File: config.mk
export PLATFORM = sky130hd
export DESIGN_NAME = updn_dual_clk_ctr
export DESIGN_NICKNAME = d
export VERILOG_FILES = /design/src/rtl/updn_pkg.sv /design/src/rtl/updn_edge_sync.sv /design/src/rtl/updn_step_arb.sv /design/src/rtl/updn_count_reg.sv /design/src/rtl/updn_term_detect.sv /design/src/rtl/updn_dual_clk_ctr.sv
export SDC_FILE = /design/constraint.sdc
export NUM_CORES = 1
export LEC_CHECK = 0
export CAP_MARGIN = 20
export CELL_PAD_IN_SITES_DETAIL_PLACEMENT = 0
export CELL_PAD_IN_SITES_GLOBAL_PLACEMENT = 1
export CORE_MARGIN = 2
export CORE_UTILIZATION = 36
export CTS_CLUSTER_DIAMETER = 200
export DETAILED_ROUTE_END_ITERATION = 10
export PLACE_DENSITY_LB_ADDON = 0.1
export SLEW_MARGIN = 20
export SYNTH_ARGS = -nofsm -noshare
export SYNTH_HDL_FRONTEND = slang
export SYNTH_SLANG_ARGS = --single-unit
File: constraint.sdc
create_clock -name clk -period 5.2 [get_ports clk]
set_clock_uncertainty 0.15 [all_clocks]
set_input_delay 0.78 -clock clk [delete_from_list [all_inputs] [get_ports clk]]
set_output_delay 0.78 -clock clk [all_outputs]
set_load 0.01 [all_outputs]
File: src/rtl/updn_pkg.sv
package updn_pkg;
   typedef enum logic [1:0] {
      STEP_HOLD = 2'd0,
      STEP_INC  = 2'd1,
      STEP_DEC  = 2'd2
   } step_e;
endpackage

File: src/rtl/updn_edge_sync.sv
module updn_edge_sync #(
   parameter int STAGES = 2
) (
   input  logic clk,
   input  logic rst_n,
   input  logic async_in,
   output logic level_o,
   output logic rise_o
);
   logic [STAGES-1:0] chain_q;
   logic              prev_q;

   // idle level of a count clock is high, so reset the chain to ones
   always_ff @(posedge clk or negedge rst_n) begin
      if (!rst_n) begin
         chain_q <= '1;
         prev_q  <= 1'b1;
      end else begin
         chain_q <= {chain_q[STAGES-2:0], async_in};
         prev_q  <= chain_q[STAGES-1];
      end
   end

   assign level_o = chain_q[STAGES-1];
   assign rise_o  = chain_q[STAGES-1] & ~prev_q;
endmodule

File: src/rtl/updn_step_arb.sv
module updn_step_arb
   import updn_pkg::*;
(
   input  logic  up_rise,
   input  logic  up_lvl,
   input  logic  dn_rise,
   input  logic  dn_lvl,
   output step_e step
);
   logic inc_ok;
   logic dec_ok;

   assign inc_ok = up_rise & dn_lvl;
   assign dec_ok = dn_rise & up_lvl;

   always_comb begin
      case ({inc_ok, dec_ok})
         2'b10:   step = STEP_INC;
         2'b01:   step = STEP_DEC;
         default: step = STEP_HOLD;   // none, or both cancelling
      endcase
   end
endmodule

File: src/rtl/updn_count_reg.sv
module updn_count_reg
   import updn_pkg::*;
#(
   parameter int WIDTH = 4
) (
   input  logic             clk,
   input  logic             rst_n,
   input  logic             clr,
   input  logic             load_n,
   input  logic [WIDTH-1:0] jam,
   input  step_e            step,
   output logic [WIDTH-1:0] count
);
   logic [WIDTH-1:0] cnt_q;

   always_ff @(posedge clk or negedge rst_n) begin
      if (!rst_n) begin
         cnt_q <= '0;
      end else if (clr) begin
         cnt_q <= '0;
      end else if (!load_n) begin
         cnt_q <= jam;
      end else begin
         case (step)
            STEP_INC: cnt_q <= cnt_q + WIDTH'(1);
            STEP_DEC: cnt_q <= cnt_q - WIDTH'(1);
            default:  cnt_q <= cnt_q;
         endcase
      end
   end

   assign count = cnt_q;
endmodule

File: src/rtl/updn_term_detect.sv
module updn_term_detect #(
   parameter int WIDTH = 4
) (
   input  logic [WIDTH-1:0] count,
   input  logic             up_lvl,
   input  logic             dn_lvl,
   output logic             carry_n,
   output logic             borrow_n
);
   localparam logic [WIDTH-1:0] TOP_VAL = '1;
   localparam logic [WIDTH-1:0] BOT_VAL = '0;

   logic at_top;
   logic at_bot;

   assign at_top   = (count == TOP_VAL);
   assign at_bot   = (count == BOT_VAL);
   assign carry_n  = ~(at_top & ~up_lvl);
   assign borrow_n = ~(at_bot & ~dn_lvl);
endmodule

File: src/rtl/updn_dual_clk_ctr.sv
module updn_dual_clk_ctr
   import updn_pkg::*;
#(
   parameter int WIDTH       = 4,
   parameter int SYNC_STAGES = 2
) (
   input  logic             clk,
   input  logic             rst_n,
   input  logic             up_clk,
   input  logic             dn_clk,
   input  logic             clr,
   input  logic             load_n,
   input  logic [WIDTH-1:0] jam,
   output logic [WIDTH-1:0] count,
   output logic             carry_n,
   output logic             borrow_n
);
   localparam int N_CLK  = 2;
   localparam int IDX_UP = 0;
   localparam int IDX_DN = 1;

   generate
      if (WIDTH < 1) begin : g_bad_width
         $error("updn_dual_clk_ctr: WIDTH must be at least 1");
      end
      if (SYNC_STAGES < 2) begin : g_bad_sync
         $error("updn_dual_clk_ctr: SYNC_STAGES must be at least 2");
      end
   endgenerate

   logic [N_CLK-1:0] raw_clk;
   logic [N_CLK-1:0] lvl;
   logic [N_CLK-1:0] rise;
   step_e            step;

   assign raw_clk[IDX_UP] = up_clk;
   assign raw_clk[IDX_DN] = dn_clk;

   for (genvar g = 0; g < N_CLK; g++) begin : g_sync
      updn_edge_sync #(.STAGES(SYNC_STAGES)) u_sync (
         .clk      (clk),
         .rst_n    (rst_n),
         .async_in (raw_clk[g]),
         .level_o  (lvl[g]),
         .rise_o   (rise[g])
      );
   end

   updn_step_arb u_arb (
      .up_rise (rise[IDX_UP]),
      .up_lvl  (lvl[IDX_UP]),
      .dn_rise (rise[IDX_DN]),
      .dn_lvl  (lvl[IDX_DN]),
      .step    (step)
   );

   updn_count_reg #(.WIDTH(WIDTH)) u_cnt (
      .clk    (clk),
      .rst_n  (rst_n),
      .clr    (clr),
      .load_n (load_n),
      .jam    (jam),
      .step   (step),
      .count  (count)
   );

   updn_term_detect #(.WIDTH(WIDTH)) u_term (
      .count    (count),
      .up_lvl   (lvl[IDX_UP]),
      .dn_lvl   (lvl[IDX_DN]),
      .carry_n  (carry_n),
      .borrow_n (borrow_n)
   );
endmodule

After elaboration in Yosys (flattened, before gate mapping). Cells that the tools add are included.

Register bits after elaboration: 10. RAM bits: 0. Bits in latches: 0. Input port bits: 10. Logic and storage cells: 30. Memories: 0. Output and inout bits: 6. ROM bits: 0.

Div/mod/pow operators: 0. Bitwise gates (word level): 12. Muxes and demuxes: 4. Magnitude comparators: 0. Reductions and logical operators: 1. Add/subtract/negate cells: 2. Equality and inequality tests: 6. Multiply operators: 0. Shifts and indexed selects: 0.

Operators by type and width (count): 4-bit 2-to-1 mux (2); 4-bit case mux with 2 select lines (1); 1-bit AND (6); 1-bit inverter (6); 4-bit by 1-bit adder with 4-bit output (second input constant) (1); 2-bit by 1-bit equality test with 1-bit output (second input constant) (2); 2-bit equality test (second input constant) (2); 4-bit equality test (second input constant) (1); 4-bit logical NOT (1); 4-bit by 2-bit inequality test with 1-bit output (second input constant) (1); 2-bit case mux with 2 select lines (1); 4-bit by 1-bit subtractor with 4-bit output (second input constant) (1).

Depth between registers and ports, before layout.
Depth in word-level cells: 9. Gate-level depth with buffers: 9. Gate-level depth less buffers: 9.

Hierarchy. A second synthesis with hierarchy kept.

Cell total of the unflattened synthesis: 50. Area, all modules: 556.8 um^2.

Modules (own cells, without submodules): updn_count_reg (cells an instance 34, area an instance 331.6 um^2, sequential area each 100.1 um^2, times used 1); updn_edge_sync (cells an instance 4, area an instance 92.6 um^2, sequential area each 78.8 um^2, times used 2); updn_term_detect (cells an instance 5, area an instance 25.0 um^2, sequential area each 0.0 um^2, times used 1); updn_step_arb (cells an instance 3, area an instance 15.0 um^2, sequential area each 0.0 um^2, times used 1).

Least setup slack after synthesis. Ideal clock, no wire load.

Kind: register -> register. Start point: register g_sync[1].u_sync.chain_q[1]. End point: register u_cnt.cnt_q[2], in the netlist u_cnt.count[2]. Cell stages (with the launch flop): 10. Path buffers: 0. Arrival time: 2.158 ns. Path slack: 2.792 ns. Data required time: 4.951 ns. Library setup time: 0.099 ns. Path through: dfstp_2 > nand2_1 > or2_2 > ha_1 > xor2_1 > ha_1 > a21oi_2 > xor2_1 > or3_1 > a311oi_1.

Cells in the longest elaborated chain, start to end: 8.

Ends and longest elaborated chain: start: declaration (RTL line updn_edge_sync.sv:10) `logic [STAGES-1:0] chain_q;`; start signal: assignment (RTL line updn_edge_sync.sv:19) `chain_q <= {chain_q[STAGES-2:0], async_in};`; 1-bit AND (RTL line updn_edge_sync.sv:25) `assign rise_o = chain_q[STAGES-1] & ~prev_q;`; 1-bit AND (RTL line updn_step_arb.sv:14) `assign dec_ok = dn_rise & up_lvl;`; 2-bit by 1-bit equality test with 1-bit output / 2-bit equality test (equally long branches) (RTL line updn_step_arb.sv:17) `case ({inc_ok, dec_ok})`; 2-bit case mux with 2 select lines (*) (RTL line updn_step_arb.sv:17); 2-bit equality test / 2-bit by 1-bit equality test with 1-bit output (equally long branches) (RTL line updn_count_reg.sv:24) `case (step)`; 4-bit case mux with 2 select lines (RTL line updn_count_reg.sv:24); 4-bit 2-to-1 mux (RTL line updn_count_reg.sv:21) `end else if (!load_n) begin`; 4-bit 2-to-1 mux (RTL line updn_count_reg.sv:19) `end else if (clr) begin`; end signal: assignment (RTL line updn_count_reg.sv:22) `cnt_q <= jam;`; end signal: assignment (RTL line updn_count_reg.sv:25) `STEP_INC: cnt_q <= cnt_q + WIDTH'(1);`; end signal: assignment (RTL line updn_count_reg.sv:26) `STEP_DEC: cnt_q <= cnt_q - WIDTH'(1);`; end: declaration (RTL line updn_count_reg.sv:14) `logic [WIDTH-1:0] cnt_q;`.

Mark *: on every way between the ends. The rest lies on a longest branch, timed or not. A chain may end at the register's enable or synchronous reset.

Final worst setup path.
Start point: register u_cnt.cnt_q[1], in the netlist u_cnt.count[1]. End point: output port carry_n.

Cells in the longest elaborated chain, start to end: 3.

Ends and longest elaborated chain: 4-bit equality test (RTL line updn_term_detect.sv:16) `assign at_top = (count == TOP_VAL);`; 1-bit AND (RTL line updn_term_detect.sv:18) `assign carry_n = ~(at_top & ~up_lvl);`; 1-bit inverter (RTL line updn_term_detect.sv:18); end: declaration (RTL line updn_dual_clk_ctr.sv:15) `output logic carry_n,`.

Every way passes these cells.

==> results by stage <==
Floorplan:
- From bottom edge to top edge, the die measures 42.7 µm.
- The horizontal extent of the die is 42.7 µm.
- The region available for standard cell placement spans 0.00135 mm².
- The area of the die is 0.00182 mm².
- The number of I/O pins is 16.
- The initial utilization of the core area, before any placement, comes to 39.9%.
- Row generation in the floorplan step produced 13 rows.

Yosys:
- The cell area after synthesis is 539 µm².
- The post-synthesis register bit count is 10.
- The synthesized instance count is 50.
- The net count of the mapped netlist is 63.
- The number of synthesis warnings is 0.
- The number of distinct standard cells referenced by the synthesized netlist is 24.
- The synthesized area divided by synthesized cell count is 10.8 µm².
- For this run, the register share of the synthesized area comes to 47.8%.

Flow run:
- The tool flagged a number of max-cap violations equal to 0.

Drt:
- Once detail routing completed, the nets flagged for antenna violations numbered 0.
- After detailed routing, the number of vias per cell comes to 5.16.
- After detailed routing, the average wire length per cell comes to 12.0 µm.
- Summing over every cut layer, the via total after detailed routing is 418.
- The first-iteration detailed-routing DRC count is 4.
- For this run, design rule violations remaining after detail routing come to 0.
- The top metal layer carrying routed signals is met4.
- Summed over all nets, wire length on met2 after detailed routing comes to 430 µm.
- The detailed router put a total of 442 µm of wire on met1.
- After detailed routing, the total wire length is 968 µm.
- The number of iterations in the first detailed-routing pass is 4.
- The length of routed met3 wiring is 81 µm.

Global route:
- Global routing finished with a remaining overflow of 0.
- The via count of the first global-routing pass is 372.
- Across every metal layer, demand over resource in global routing totals 13.0%.
- The number of antenna violations at the first check in global routing is 0.
- The largest net degree at the start of global routing is 11.
- The wire length of the first global-routing pass is 1.69 mm.

Timing:
- The maximum achievable frequency is 385 MHz.
- At the pin with the least slew margin, the transition time is 0.387 ns.
- After layout, the worst path uses 49.9% of the clock period.
- For the final routed database, the setup TNS stands at 0 ns.
- The final count of hold timing violations is 0.
- Headroom to the max-slew limit came out at 74.1%.
- Setup violations remaining at the end of the flow were counted as 0.
- The time the final worst path needs with I/O delays and setup is 2.60 ns.
- The number of pins with negative max-slew slack in the final report came to 0.
- Setup repair after global routing left no endpoint under its margin.

Clock network:
- The clock-pin transition on the worst setup and hold timing paths is 0.06 ns.
- In this run the deepest clock path goes through 2 buffers.
- The number of clock buffers added by TritonCTS is 3.
- Buffers inserted to repair hold after CTS numbered 0.
- The H-tree depth reported by CTS is 1.
- In this run, post-CTS repair resized a total of 0 instances.
- In this run the post-CTS setup repair buffer count came out at 0.
- The later pin in the worst-skew pair is clocked with a latency of 0.25 ns.
- The clock sink count is 10.
- The buffer cell driving the clock tree root is sky130_fd_sc_hd__clkbuf_4.
- TritonCTS built the clock tree.

Pwr:
- In this run the power density over the cells is 245 mW/mm².
- The power share of the clock group is 27.6%.
- The combinational power share is 19.7%.
- VDD sags by at most 0.000200 V.
- Sequential cells burn 52.7% of the power.
- The static power due to leakage is 0.293 nW.
- In this run switching power makes up 24.3% of total power.
- The net switching power of the design is 0.0422 mW.
- The internal power of the cells totals 0.131 mW.
- The design draws 0.174 mW.

Final layout:
- The number of nets in the layout is 81.
- The area growth from synthesis to final layout is 31.3%.
- The share of cells above drive strength 1 is 19.7%.
- The final antenna diode count is 0.

Placed design:
- At the end of routability-driven placement, the weighted congestion stood at 0.686.
- The number of buffers inserted by port buffering is 15.

Critical path:
- The source of the critical timing path is u_cnt.count[1].
- Along the worst path, the maximum fanout reaches 9.
- The critical path arrival is 1.67 ns.
- The startpoint identified for the worst register-to-register timing path is g_sync[0].u_sync.chain_q[1].
- The nature of the critical path startpoint is a flip-flop.
- The type of the setup path with the least slack is flip-flop to output port.
- Counting cells, the worst reg-to-reg path comes to 9.
- The endpoint kind of the worst setup timing path is an output port.
- Data on the critical path is required at its endpoint by 4.27 ns.

Hold path:
- The number of cells on the worst hold path is 0.
- In this run the most critical hold path is launched from g_sync[0].u_sync.chain_q[0].
- In this run the worst hold path is classified as flip-flop to flip-flop.

Outcome:
- The flow ran to the end, and the final reports show no timing, DRC or antenna violations.
layout make-up:
cell class	instances	area, µm²
tap	15	18.8
timing repair buffer	15	150
fill	134	642
sequential	10	258
clock buffer	3	22.5
multi-input combinational	38	259
synth_stat cells, drive strengths merged:
cell,instances,share of area [%]
xor2,2,3.2
a21oi,3,3.5
xnor2,1,1.6
a311oi,1,1.6
dfrtp,4,19
or3,1,1.2
nand3b,1,1.4
o21ai,2,1.9
ha,3,7.0
nand3,1,0.93
nand4,2,2.3
nor2,6,4.2
buf,2,4.2
dfstp,6,29
nor2b,2,2.3
nand2,3,2.1
nor3,2,1.9
a211oi,1,1.4
or4b,1,1.9
mux2i,2,3.7
or2,2,2.3
a211o,1,1.9
and4b,1,1.9
sequential cells by signal, indices dropped and copies added, names as in the netlist:
signal / cells
g_sync.u_sync.chain_q: 4
u_cnt.count: 4
g_sync.u_sync.prev_q: 2
power by group through the flow:
stage	clock, mW	sequential, mW	combinational (mW)
after floorplan	0	0.0911	0.0188
after global placement	0	0.0925	0.0347
after detailed placement	0	0.0925	0.0344
after CTS	0.0510	0.0914	0.0347
after global routing	0.0587	0.0925	0.0383
final	0.0480	0.0915	0.0342
cell usage in the layout (no fill, tap or decap), types with 2 or more instances in the layout:
master	netlist	final
sky130_fd_sc_hd__a21oi_1	2	2
sky130_fd_sc_hd__o21ai_0	2	2
sky130_fd_sc_hd__clkbuf_4	0	3
sky130_fd_sc_hd__dfrtp_1	4	4
sky130_fd_sc_hd__nor3_1	2	2
sky130_fd_sc_hd__xor2_1	2	2
sky130_fd_sc_hd__ha_1	3	3
sky130_fd_sc_hd__nand2_1	3	3
sky130_fd_sc_hd__dfstp_2	6	6
sky130_fd_sc_hd__nor2b_1	2	2
sky130_fd_sc_hd__clkdlybuf4s50_1	0	15
sky130_fd_sc_hd__mux2i_1	2	2
sky130_fd_sc_hd__nor2_1	6	6
sky130_fd_sc_hd__or2_2	2	2
sky130_fd_sc_hd__nand4_1	2	2
metrics by stage:
stage	instance area [µm²]	hold WS (ns)	setup WS [ns]	std cells	utilization, %
floorplan	539	0.195	2.79	50	-
CTS	708	0.198	2.59	81	52.5
finish	708	0.197	2.60	81	52.5
global placement	686	0.197	2.70	78	50.8
global route	708	0.210	2.47	81	52.5
detailed placement	686	0.197	2.67	78	50.8
layer usage:
| layer | vias to the layer above | global-route usage [%] |
|---|---|---|
| li1 | 211 | - |
| met1 | 185 | 15.5 |
| met2 | 20 | 18.5 |
| met3 | 2 | 8.09 |
| met4 | 0 | 5.63 |
| met5 | - | 0 |
logic make-up after synthesis:
| kind of cell | Yosys count | synth area share, % |
|---|---|---|
| buffers and inverters | 2 | 4.18 |
| adder cells (fa/ha/maj) | 3 | 6.96 |
| XOR/XNOR | 3 | 4.87 |
| multiplexers | 2 | 3.71 |
| AND/OR/NAND/NOR | 22 | 22.3 |
| AO/OA/AOI/OAI | 8 | 10.2 |
| flip-flops | 10 | 47.8 |
worst max-delay path, cell delays in order, from the launching register on:
cell and delay (ns):
sky130_fd_sc_hd__dfrtp_1 0.53, sky130_fd_sc_hd__nand4_1 0.12, sky130_fd_sc_hd__or2_2 0.29, sky130_fd_sc_hd__clkdlybuf4s50_1 0.47
path summary, 6_finish.rpt:
path | slack (ns) | endpoint
max in group asynchronous | 3.92 | g_sync[1].u_sync.chain_q[1]
min reg2reg | 0.20 | g_sync[0].u_sync.chain_q[1]
max reg2reg | 2.66 | u_cnt.count[2]
min in group asynchronous | 0.66 | u_cnt.count[3]
max | 2.60 | carry_n
min | 0.20 | g_sync[0].u_sync.chain_q[1]
No activity file was read; power rests on OpenSTA's default activity.
